<file path="src/rtl/mda_pkg.sv">
package mda_pkg;
  typedef enum logic { CH_A = 1'b0, CH_B = 1'b1 } chan_e;
  typedef enum logic { MODE_UNI = 1'b0, MODE_BI = 1'b1 } mode_e;
  localparam int NUM_CH = 2;
endpackage

</file>
<file path="src/rtl/mda_sync.sv">
module mda_sync #(
  parameter int          W   = 1,
  parameter logic [W-1:0] RST = '0
) (
  input  logic         clk,
  input  logic         rst_n,
  input  logic [W-1:0] d,
  output logic [W-1:0] q
);
  logic [W-1:0] s1_q, s2_q;

  always_ff @(posedge clk or negedge rst_n) begin
    if (!rst_n) begin
      s1_q <= RST;
      s2_q <= RST;
    end else begin
      s1_q <= d;
      s2_q <= s1_q;
    end
  end

  assign q = s2_q;
endmodule

</file>
<file path="src/rtl/mda_port.sv">
module mda_port #(
  parameter int CW        = 8,
  parameter int SETUP_CYC = 4,
  parameter int HOLD_CYC  = 2,
  parameter int NCH       = mda_pkg::NUM_CH
) (
  input  logic                    clk,
  input  logic                    rst_n,
  input  logic                    cs_n,
  input  logic                    wr_n,
  input  logic                    chan_sel,
  input  logic [CW-1:0]           wr_data,
  output logic [NCH-1:0][CW-1:0]  code,
  output logic                    timing_err
);
  localparam int SW = $clog2(SETUP_CYC + 1) + 1;
  localparam int HW = $clog2(HOLD_CYC + 1) + 1;
  localparam int BW = CW + 3;
  localparam logic [BW-1:0] SYNC_RST = {2'b11, {(CW + 1){1'b0}}};

  logic [BW-1:0] sync_q;
  logic          cs_s, wr_s, sel_s;
  logic [CW-1:0] data_s;

  mda_sync #(.W(BW), .RST(SYNC_RST)) u_sync (
    .clk   (clk),
    .rst_n (rst_n),
    .d     ({cs_n, wr_n, chan_sel, wr_data}),
    .q     (sync_q)
  );
  assign {cs_s, wr_s, sel_s, data_s} = sync_q;

  logic          active, active_q;
  logic [CW-1:0] data_q;
  logic [SW-1:0] stable_q, stable_d;
  logic [HW-1:0] hold_q, hold_d;
  logic          err_q, err_d;
  logic          chg, rise;

  assign active = !cs_s && !wr_s;
  assign chg    = (data_s != data_q);
  assign rise   = active_q && !active;

  always_comb begin
    if (chg)
      stable_d = '0;
    else if (stable_q >= SW'(SETUP_CYC))
      stable_d = stable_q;
    else
      stable_d = stable_q + 1'b1;

    if (rise)
      hold_d = HW'(HOLD_CYC);
    else if (hold_q != '0)
      hold_d = hold_q - 1'b1;
    else
      hold_d = '0;

    err_d = err_q
          | (rise && ((stable_q < SW'(SETUP_CYC)) || chg))
          | ((hold_q != '0) && chg);
  end

  always_ff @(posedge clk or negedge rst_n) begin
    if (!rst_n) begin
      active_q <= 1'b0;
      data_q   <= '0;
      stable_q <= '0;
      hold_q   <= '0;
      err_q    <= 1'b0;
    end else begin
      active_q <= active;
      data_q   <= data_s;
      stable_q <= stable_d;
      hold_q   <= hold_d;
      err_q    <= err_d;
    end
  end

  logic [NCH-1:0][CW-1:0] code_q;
  logic [NCH-1:0]         load_en;

  for (genvar g = 0; g < NCH; g++) begin : g_chan
    assign load_en[g] = active && (32'(sel_s) == g);

    always_ff @(posedge clk or negedge rst_n) begin
      if (!rst_n)
        code_q[g] <= '0;
      else if (load_en[g])
        code_q[g] <= data_s;
    end
  end

  assign code       = code_q;
  assign timing_err = err_q;

  p_hold_r4: assert property (@(posedge clk) disable iff (!rst_n)
    (cs_s || wr_s) |=> $stable(code_q));

  p_one_chan_r5: assert property (@(posedge clk) disable iff (!rst_n)
    !(!$stable(code_q[0]) && !$stable(code_q[1])));

  p_err_sticky_r10: assert property (@(posedge clk) disable iff (!rst_n)
    err_q |=> err_q);

  p_late_change_r11: assert property (@(posedge clk) disable iff (!rst_n)
    (rise && chg) |=> err_q);
endmodule

</file>
<file path="src/rtl/mda_scale.sv">
module mda_scale #(
  parameter int DW = 16,
  parameter int CW = 8
) (
  input  logic          clk,
  input  logic          rst_n,
  input  logic          bipolar,
  input  logic [CW-1:0] code,
  input  logic [DW-1:0] ref_in,
  output logic [DW-1:0] out_q
);
  localparam int PW = DW + CW + 2;
  localparam logic signed [PW-1:0] HALF = PW'(1) <<< (CW - 1);
  localparam logic signed [PW-1:0] FULL = PW'(1) <<< CW;
  localparam logic signed [PW-1:0] MAXV = (PW'(1) <<< (DW - 1)) - PW'(1);
  localparam logic signed [PW-1:0] MINV = -(PW'(1) <<< (DW - 1));

  logic signed [PW-1:0] refx, cu, mult, prod, bias, biased, shifted, res;
  logic [DW-1:0]        out_d;

  always_comb begin
    refx    = PW'($signed(ref_in));
    cu      = $signed({{(PW - CW){1'b0}}, code});
    mult    = bipolar ? (cu - HALF) : cu;
    prod    = refx * mult;
    bias    = bipolar ? (HALF - PW'(1)) : (FULL - PW'(1));
    biased  = (prod < 0) ? (prod + bias) : prod;
    shifted = bipolar ? (biased >>> (CW - 1)) : (biased >>> CW);
    res     = bipolar ? shifted : -shifted;
    if (res > MAXV)
      out_d = MAXV[DW-1:0];
    else if (res < MINV)
      out_d = MINV[DW-1:0];
    else
      out_d = res[DW-1:0];
  end

  always_ff @(posedge clk or negedge rst_n) begin
    if (!rst_n)
      out_q <= '0;
    else
      out_q <= out_d;
  end

  p_uni_zero_r6: assert property (@(posedge clk) disable iff (!rst_n)
    (!bipolar && code == '0) |=> (out_q == '0));

  p_uni_sign_r6: assert property (@(posedge clk) disable iff (!rst_n)
    (!bipolar && !ref_in[DW-1]) |=> (out_q == '0 || out_q[DW-1]));

  p_mid_zero_r7: assert property (@(posedge clk) disable iff (!rst_n)
    (bipolar && code == CW'(1 << (CW - 1))) |=> (out_q == '0));

  p_sat_r8: assert property (@(posedge clk) disable iff (!rst_n)
    (bipolar && code == '0 && ref_in == MINV[DW-1:0]) |=> (out_q == MAXV[DW-1:0]));
endmodule

</file>
<file path="src/rtl/dual_mult_atten.sv">
module dual_mult_atten #(
  parameter int DW        = 16,
  parameter int CW        = 8,
  parameter int SETUP_CYC = 4,
  parameter int HOLD_CYC  = 2
) (
  input  logic          clk,
  input  logic          rst_n,
  input  logic          cs_n,
  input  logic          wr_n,
  input  logic          chan_sel,
  input  logic [CW-1:0] wr_data,
  input  logic          bipolar,
  input  logic [DW-1:0] ref_a,
  input  logic [DW-1:0] ref_b,
  output logic [DW-1:0] out_a,
  output logic [DW-1:0] out_b,
  output logic          timing_err
);
  localparam int NCH = mda_pkg::NUM_CH;

  logic [1:0] rst_sync_q;
  logic       rst_int_n;

  always_ff @(posedge clk or negedge rst_n) begin
    if (!rst_n)
      rst_sync_q <= 2'b00;
    else
      rst_sync_q <= {rst_sync_q[0], 1'b1};
  end
  assign rst_int_n = rst_sync_q[1];

  logic [NCH-1:0][CW-1:0] code;
  logic [NCH-1:0][DW-1:0] refs, outs;

  mda_port #(.CW(CW), .SETUP_CYC(SETUP_CYC), .HOLD_CYC(HOLD_CYC), .NCH(NCH)) u_port (
    .clk        (clk),
    .rst_n      (rst_int_n),
    .cs_n       (cs_n),
    .wr_n       (wr_n),
    .chan_sel   (chan_sel),
    .wr_data    (wr_data),
    .code       (code),
    .timing_err (timing_err)
  );

  assign refs = {ref_b, ref_a};

  for (genvar g = 0; g < NCH; g++) begin : g_scale
    mda_scale #(.DW(DW), .CW(CW)) u_scale (
      .clk     (clk),
      .rst_n   (rst_int_n),
      .bipolar (bipolar),
      .code    (code[g]),
      .ref_in  (refs[g]),
      .out_q   (outs[g])
    );
  end

  assign out_a = outs[mda_pkg::CH_A];
  assign out_b = outs[mda_pkg::CH_B];
endmodule

</file>
<file path="config.mk">
export PLATFORM = sky130hd
export DESIGN_NAME = dual_mult_atten
export DESIGN_NICKNAME = d
export VERILOG_FILES = /design/src/rtl/mda_pkg.sv /design/src/rtl/mda_sync.sv /design/src/rtl/mda_port.sv /design/src/rtl/mda_scale.sv /design/src/rtl/dual_mult_atten.sv
export SDC_FILE = /design/constraint.sdc
export NUM_CORES = 1
export LEC_CHECK = 0
export ABC_CLOCK_PERIOD_IN_PS = 4200
export BUFFER_PORTS_ARGS = -buffer_cell sky130_fd_sc_hd__buf_2
export CORE_MARGIN = 3
export CORE_UTILIZATION = 55
export DETAILED_ROUTE_END_ITERATION = 8
export HOLD_SLACK_MARGIN = 0.03
export PLACE_DENSITY = 0.69
export REMOVE_ABC_BUFFERS = 1
export SYNTH_ARGS = -nofsm -noshare
export SYNTH_HDL_FRONTEND = slang
export SYNTH_SLANG_ARGS = --single-unit
</file>
<file path="constraint.sdc">
create_clock -name clk -period 4.2 [get_ports clk]
set_input_delay 0.21 -clock clk [delete_from_list [all_inputs] [get_ports clk]]
set_output_delay 0.21 -clock clk [all_outputs]
set_load 0.03 [all_outputs]
</file>
==> impl_metrics.env, run 1 <==
export IMPL_rows=70
export IMPL_rr_endpoint="g_scale[0].u_scale.out_q[13]"
export IMPL_avgRoutedWirePerCell_um=17.8
export IMPL_end_kind="flip-flop"
export IMPL_post_route_period_util_pct=195
export IMPL_worstSetupStartpoint="u_port.code[7]"
export IMPL_synthTopCellsByArea="fa_1, dfrtp_1, ha_1"
export IMPL_crit_arrival_ns=8.46
export IMPL_critPathSlowestCell="fa_1"
export IMPL_place_gp_congestion=0.965
export IMPL_regToRegSetupSlack_ns=-4.01
export IMPL_skew_ns=0.0177
export IMPL_synth_top_area_share_pct=31.7
export IMPL_hp_class="in2async"
export IMPL_tns_ns=-124.87
export IMPL_drt_iter0_drc=1230
export IMPL_synth_edf_count=0
export IMPL_die_y_um=199
export IMPL_htreeDepth=3
export IMPL_crit_required_ns=4.45
export IMPL_ys_ff_latch=89
export IMPL_clockBufferDepth=2
export IMPL_hold_viol=0
export IMPL_dp_final_hpwl_mm=47.5
export IMPL_grt_max_degree=77
export IMPL_postRouteAntennaNets=0
export IMPL_clk_pin_slew_worst_paths_ns=0.07
export IMPL_grt_overflow=0
export IMPL_dieWidth_um=199
export IMPL_drt_first_pass_iters=5
export IMPL_endpoint="g_scale[0].u_scale.out_q[13]"
export IMPL_start_util_pct=55.9
export IMPL_cts_buffers=9
export IMPL_grt_usage_pct=30.9
export IMPL_synth_ff_type="dfrtp_1"
export IMPL_port_buffers=78
export IMPL_diodes=0
export IMPL_tightest_slew_ns=1.11
export IMPL_ff2ff_path_depth=32
export IMPL_slew_headroom_pct=25.6
export IMPL_yosysUniqueCellTypes=111
export IMPL_drive_above_1_share_pct=34.5
export IMPL_final_common_cell="buf_4"
export IMPL_layout_area_overhead_vs_synth_pct=35.3
export IMPL_grt_pass1_wl_mm=99.5
export IMPL_cp_depth=32
export IMPL_maxCapViolations=0
export IMPL_fp_coreArea_um2=36600
export IMPL_clk_insertion_delay_late_ns=0.39
export IMPL_synthesis_yosys_warnings=0
export IMPL_cpPeakStageDelay_ns=0.59
export IMPL_worst_path_buf_inv=10
export IMPL_synthArstFlopShare_pct=100
export IMPL_drv_slew=0
export IMPL_syn_area_per_cell_um2=8.98
export IMPL_totalWireLength_mm=60.6
export IMPL_cts_root_buf="clkbuf_16"
export IMPL_crit_type="reg2reg"
export IMPL_clkSinkCount=89
export IMPL_cp_max_fo=8
export IMPL_synth_area_um2=20500
export IMPL_final_util_pct=75.6
export IMPL_final_cell_mix="buf_4, inv_1, fa_1, nand2_1, and2_1"
export IMPL_cp_top_family="adder cells"
export IMPL_rr_startpoint="u_port.code[7]"
export IMPL_ios=79
export IMPL_yosysTopAreaCell="fa_1"
export IMPL_fin_crit_ns=8.21
export IMPL_grt_setup_unrepaired="true"
export IMPL_setup_slack_ns=-4.01
export IMPL_die_area_um2=39500
export IMPL_routed_via_density=5.69
export IMPL_ys_seq_area_share_pct=10.9
export IMPL_cp_start_kind="flip-flop"
export IMPL_cts_tree="done"
export IMPL_first_global_vias=20600
export IMPL_setup_viol=32
export IMPL_syn_inst=2279
export IMPL_violations="negative setup slack"
export IMPL_layout_nets=3447
export IMPL_status="finished, violations left"
export IMPL_vias=19400
export IMPL_max_freq_ghz=0.122
export IMPL_drc_errors=0
export IMPL_antenna_found_initial=0
==> sequential cells by signal, indices dropped and copies added (netlist names) <==
name,flops
g_scale.u_scale.out_q,32
rst_sync_q,2
u_port.active_q,1
u_port.code,16
u_port.data_q,8
u_port.hold_q,3
u_port.stable_q,4
u_port.timing_err,1
u_port.u_sync.q,11
u_port.u_sync.s1_q,11
==> final cells by class <==
cell class	instances	area [um^2]
clock buffer	9	225
clock inverter	7	67.6
fill	2538	8940
inverter	329	1230
multi-input combinational	1774	17800
sequential	89	2240
tap	468	586
timing repair buffer	725	5480
==> cells in the mapped netlist (24+ instances only) <==
cell,instances
nand2b_1,35
nor2_1,108
nand2_1,213
inv_1,329
clkbuf_1,61
nor3_1,43
ha_1,149
a21oi_1,65
nand4_1,39
o211ai_1,24
and2_1,150
fa_1,324
nand3_1,44
o21ai_0,66
dfrtp_1,85
xnor2_1,71
==> cells by family after synthesis <==
kind of cell             count (synthesis)  share of synthesized area [%]
AND/OR/NAND/NOR                        757                           19.4
adder cells (fa/ha/maj)                482                           41.3
buffers and inverters                  416                           7.84
AO/OA/AOI/OAI                          405                           14.5
XOR/XNOR                                95                           4.20
flip-flops                              89                           10.9
multiplexers                            34                           1.82
other                                    1                         0.0183
==> repair_timing <==
item	4_1_cts	5_1_grt
hold buffers	12	0
pin swaps	131	45
gates cloned	3	2
setup buffers	48	10
endpoints found under the hold margin	13	0
endpoints found under the setup margin	32	32
gates resized for setup	239	63
==> worst register-to-register path, delay by kind of cell (launching register included) <==
| family | cells | cell delay [ns] |
|---|---|---|
| flops | 1 | 0.38 |
| compound gates | 7 | 1.70 |
| buf+inv | 10 | 1.39 |
| fa+ha+maj | 8 | 3.48 |
| simple gates | 7 | 1.15 |
==> worst min-delay path by stage <==
stage               start             to  cells after the start
finish              rst_n  rst_sync_q[1]                      2
global route        rst_n  rst_sync_q[1]                      2
CTS                 rst_n  rst_sync_q[1]                      2
detailed placement  rst_n  rst_sync_q[0]                      1
global placement    rst_n  rst_sync_q[0]                      1
floorplan           rst_n  rst_sync_q[0]                      0
==> per-layer routing <==
| layer | vias up | share of wire (%) | global-route usage, % |
|---|---|---|---|
| met5 | - | 0 | 0 |
| met4 | 0 | 3.1 | 10.5 |
| met3 | 117 | 4.4 | 3.47 |
| met2 | 548 | 52 | 55.0 |
| met1 | 9709 | 40 | 39.3 |
| li1 | 8989 | - | - |
==> per-stage QoR <==
step	setup slack, ns	cells	cell area [um^2]	hold WS [ns]
2_1_floorplan	-4.63	2192	20100	-0.0856
4_1_cts	-3.86	3390	27300	0.138
3_5_place_dp	-4.61	3312	25400	-0.00228
3_3_place_gp	-4.45	3312	25400	-0.00534
6_report	-4.01	3401	27700	0.167
5_1_grt	-4.27	3401	27700	0.180
Power of run 1 is not shown: default switching activity piles up to over one toggle a cycle in this logic, so the estimate is an artifact.
==> run 2: changes to the inputs <==
Settings changed: ABC_AREA from default to 1.
==> run 2 against run 1 <==
The flow still finishes with violations (negative setup slack). Count of clock-buffer cells in the layout stayed put. Synthesized cell count up 25%. Flip-flop and latch count unchanged. Register-to-register slack better by 0.75 ns. Via count rose by 3.3%. Fmax grew 10%. Worst setup slack gained 0.75 ns. Die area rose by 0.41%. Largest cell class unchanged. Highest routed layer unchanged.
==> impl_metrics.env, run 2 <==
export IMPL_wl_met1_mm=23.1
export IMPL_slew_headroom_pct=22.2
export IMPL_layout_area_overhead_vs_synth_pct=33.2
export IMPL_htreeDepth=3
export IMPL_start_util_pct=56.0
export IMPL_tns_ns=-102.84
export IMPL_wl_met2_mm=32.7
export IMPL_violations="negative setup slack"
export IMPL_clk_insertion_delay_late_ns=0.36
export IMPL_totalWireLength_mm=60.5
export IMPL_timing_critical_path_mode_cell="fa_1"
export IMPL_final_cell_mix="nand2_1, inv_1, buf_4, fa_1, ha_1"
export IMPL_antenna_found_initial=1
export IMPL_layout_nets=3919
export IMPL_rr_startpoint="u_port.code[7]"
export IMPL_fp_coreArea_um2=36700
export IMPL_yosysTopAreaCell="fa_1"
export IMPL_muxShareOfSynthArea_pct=0
export IMPL_yosysUniqueCellTypes=53
export IMPL_die_area_um2=39700
export IMPL_synthTopCellsByArea="fa_1, nand2_1, inv_1"
export IMPL_critPathSlowestCell="fa_1"
export IMPL_worstSetupStartpoint="u_port.code[7]"
export IMPL_grt_usage_pct=31.1
export IMPL_crit_type="reg2reg"
export IMPL_first_global_vias=21400
export IMPL_cts_root_buf="clkbuf_16"
export IMPL_yosysMostFrequentCell="nand2_1"
export IMPL_synth_top_family_by_area="adder cells"
export IMPL_avgRoutedWirePerCell_um=15.6
export IMPL_postRouteAntennaNets=0
export IMPL_cpPeakStageDelay_ns=0.54
export IMPL_maxCapViolations=0
export IMPL_clkSinkCount=89
export IMPL_crit_required_ns=4.49
export IMPL_grt_max_degree=88
export IMPL_drv_slew=0
export IMPL_synthTopCellsByCount="nand2_1, inv_1, fa_1"
export IMPL_synth_fa_ha_area_share_pct=40.7
export IMPL_synthArstFlopShare_pct=100
export IMPL_cts_tree="done"
export IMPL_synth_compound_area_share_pct=4.00
export IMPL_fin_crit_ns=7.46
export IMPL_final_common_cell="nand2_1"
export IMPL_hold_viol=0
export IMPL_synth_area_um2=20500
export IMPL_routed_top_layer="met4"
export IMPL_place_gp_congestion=0.971
export IMPL_drt_iter0_drc=1167
export IMPL_largest_reg_flops=32
export IMPL_wl_met3_mm=2.46
export IMPL_drt_first_pass_iters=5
export IMPL_port_buffers=78
export IMPL_synth_top_area_share_pct=31.6
export IMPL_grt_pass1_wl_mm=100
export IMPL_synth_ff_type="dfrtp_1"
export IMPL_cp_max_fo=8
export IMPL_clk_pin_slew_worst_paths_ns=0.08
export IMPL_grt_setup_unrepaired="true"
export IMPL_dieWidth_um=199
export IMPL_top_register="g_scale.u_scale.out_q"
export IMPL_vias=20000
export IMPL_ios=79
export IMPL_routed_via_density=5.16
export IMPL_ys_ff_latch=89
export IMPL_yosys_area_share_simple_pct=27.2
export IMPL_die_y_um=199
export IMPL_end_kind="flip-flop"
export IMPL_yosys_area_share_xor_xnor_pct=2.80
export IMPL_grt_overflow=0
export IMPL_rows=70
export IMPL_setup_slack_ns=-3.26
export IMPL_max_freq_ghz=0.134
export IMPL_hp_class="in2async"
export IMPL_syn_area_per_cell_um2=7.20
export IMPL_setup_viol=32
export IMPL_cts_buffers=9
export IMPL_skew_ns=0.0165
export IMPL_drive_above_1_share_pct=30.8
export IMPL_syn_inst=2854
export IMPL_cp_start_kind="flip-flop"
export IMPL_drc_errors=0
export IMPL_status="finished, violations left"
export IMPL_tightest_slew_ns=1.17
export IMPL_synthesis_yosys_warnings=0
export IMPL_ys_seq_area_share_pct=10.9
export IMPL_crit_arrival_ns=7.75
export IMPL_synth_edf_count=0
export IMPL_dp_final_hpwl_mm=48.8
export IMPL_post_route_period_util_pct=178
export IMPL_clockBufferDepth=2
export IMPL_fillCellCount=2775
==> run 2: cell types whose count changed after synthesis, sizes merged, moves of 23 or more <==
cell	before	now
xnor2	71	38
nand2	214	902
o211ai	25	2
nand3	44	141
a211oi	27	0
and2	152	2
inv	329	677
mux2	23	0
nor3	46	18
nand2b	35	0
nor2	108	175
==> run 2: cells by family (layout without fill, tap and decap cells) <==
| group | Yosys count | after routing |
|---|---|---|
| buffers and inverters | 771 | 1319 |
| XOR/XNOR | 64 | 64 |
| other | 1 | 2 |
| adder cells (fa/ha/maj) | 473 | 473 |
| AND/OR/NAND/NOR | 1313 | 1316 |
| flip-flops | 89 | 89 |
| AO/OA/AOI/OAI | 143 | 143 |
==> run 2: worst max-delay path: cells and delay by family, from the launching register on <==
kind	cells	cell delay (ns)
XOR/XNOR	1	0.07
buffers and inverters	12	1.31
adder cells (fa/ha/maj)	8	3.64
flip-flops	1	0.39
AO/OA/AOI/OAI	2	0.33
AND/OR/NAND/NOR	17	1.64
==> run 2: final timing paths <==
kind,cells after the start,slack [ns],end
max,40,-3.26,g_scale[0].u_scale.out_q[3]
min,2,0.16,rst_sync_q[0]
max reg2reg,40,-3.26,g_scale[0].u_scale.out_q[3]
min reg2reg,0,0.35,u_port.u_sync.q[4]
max in group asynchronous,0,2.81,u_port.code[4]
min in group clk,0,0.35,u_port.u_sync.q[4]
==> run 2: layer usage <==
| metal | GRT usage (%) | up-vias |
|---|---|---|
| li1 | - | 9535 |
| met1 | 37.1 | 9792 |
| met2 | 59.0 | 508 |
| met3 | 2.80 | 172 |
| met4 | 10.3 | 0 |
| met5 | 0 | - |
==> run 2: through the flow <==
| step | hold WS, ns | util (%) | instances | setup slack (ns) | cell area [um^2] |
|---|---|---|---|---|---|
| after detailed placement | -0.00226 | 67.1 | 3766 | -3.64 | 24600 |
| after global placement | -0.00405 | 67.1 | 3766 | -3.43 | 24600 |
| after CTS | 0.143 | 71.5 | 3846 | -3.16 | 26200 |
| after floorplan | -0.0856 | - | 2760 | -3.73 | 20100 |
| after global routing | 0.163 | 74.6 | 3874 | -3.60 | 27400 |
| final | 0.164 | 74.6 | 3874 | -3.26 | 27400 |
==> run 2: final cells by class <==
type	count	area [um^2]	area share, %
multi-input combinational	1997	16900	61.9
clock inverter	7	81.3	0.297
antenna	1	2.50	0.00915
inverter	677	2550	9.32
tap	468	586	2.14
timing repair buffer	626	4750	17.4
clock buffer	9	225	0.823
sequential	89	2240	8.18
==> run 2: repair_timing <==
action	4_1_cts	5_1_grt
gates cloned	3	2
hold buffers	12	0
endpoints found under the setup margin	32	32
hold endpoints to repair	13	0
setup buffers	51	27
pin swaps	112	154
resized for setup	199	234
Power of run 2 is left out for the same reason.
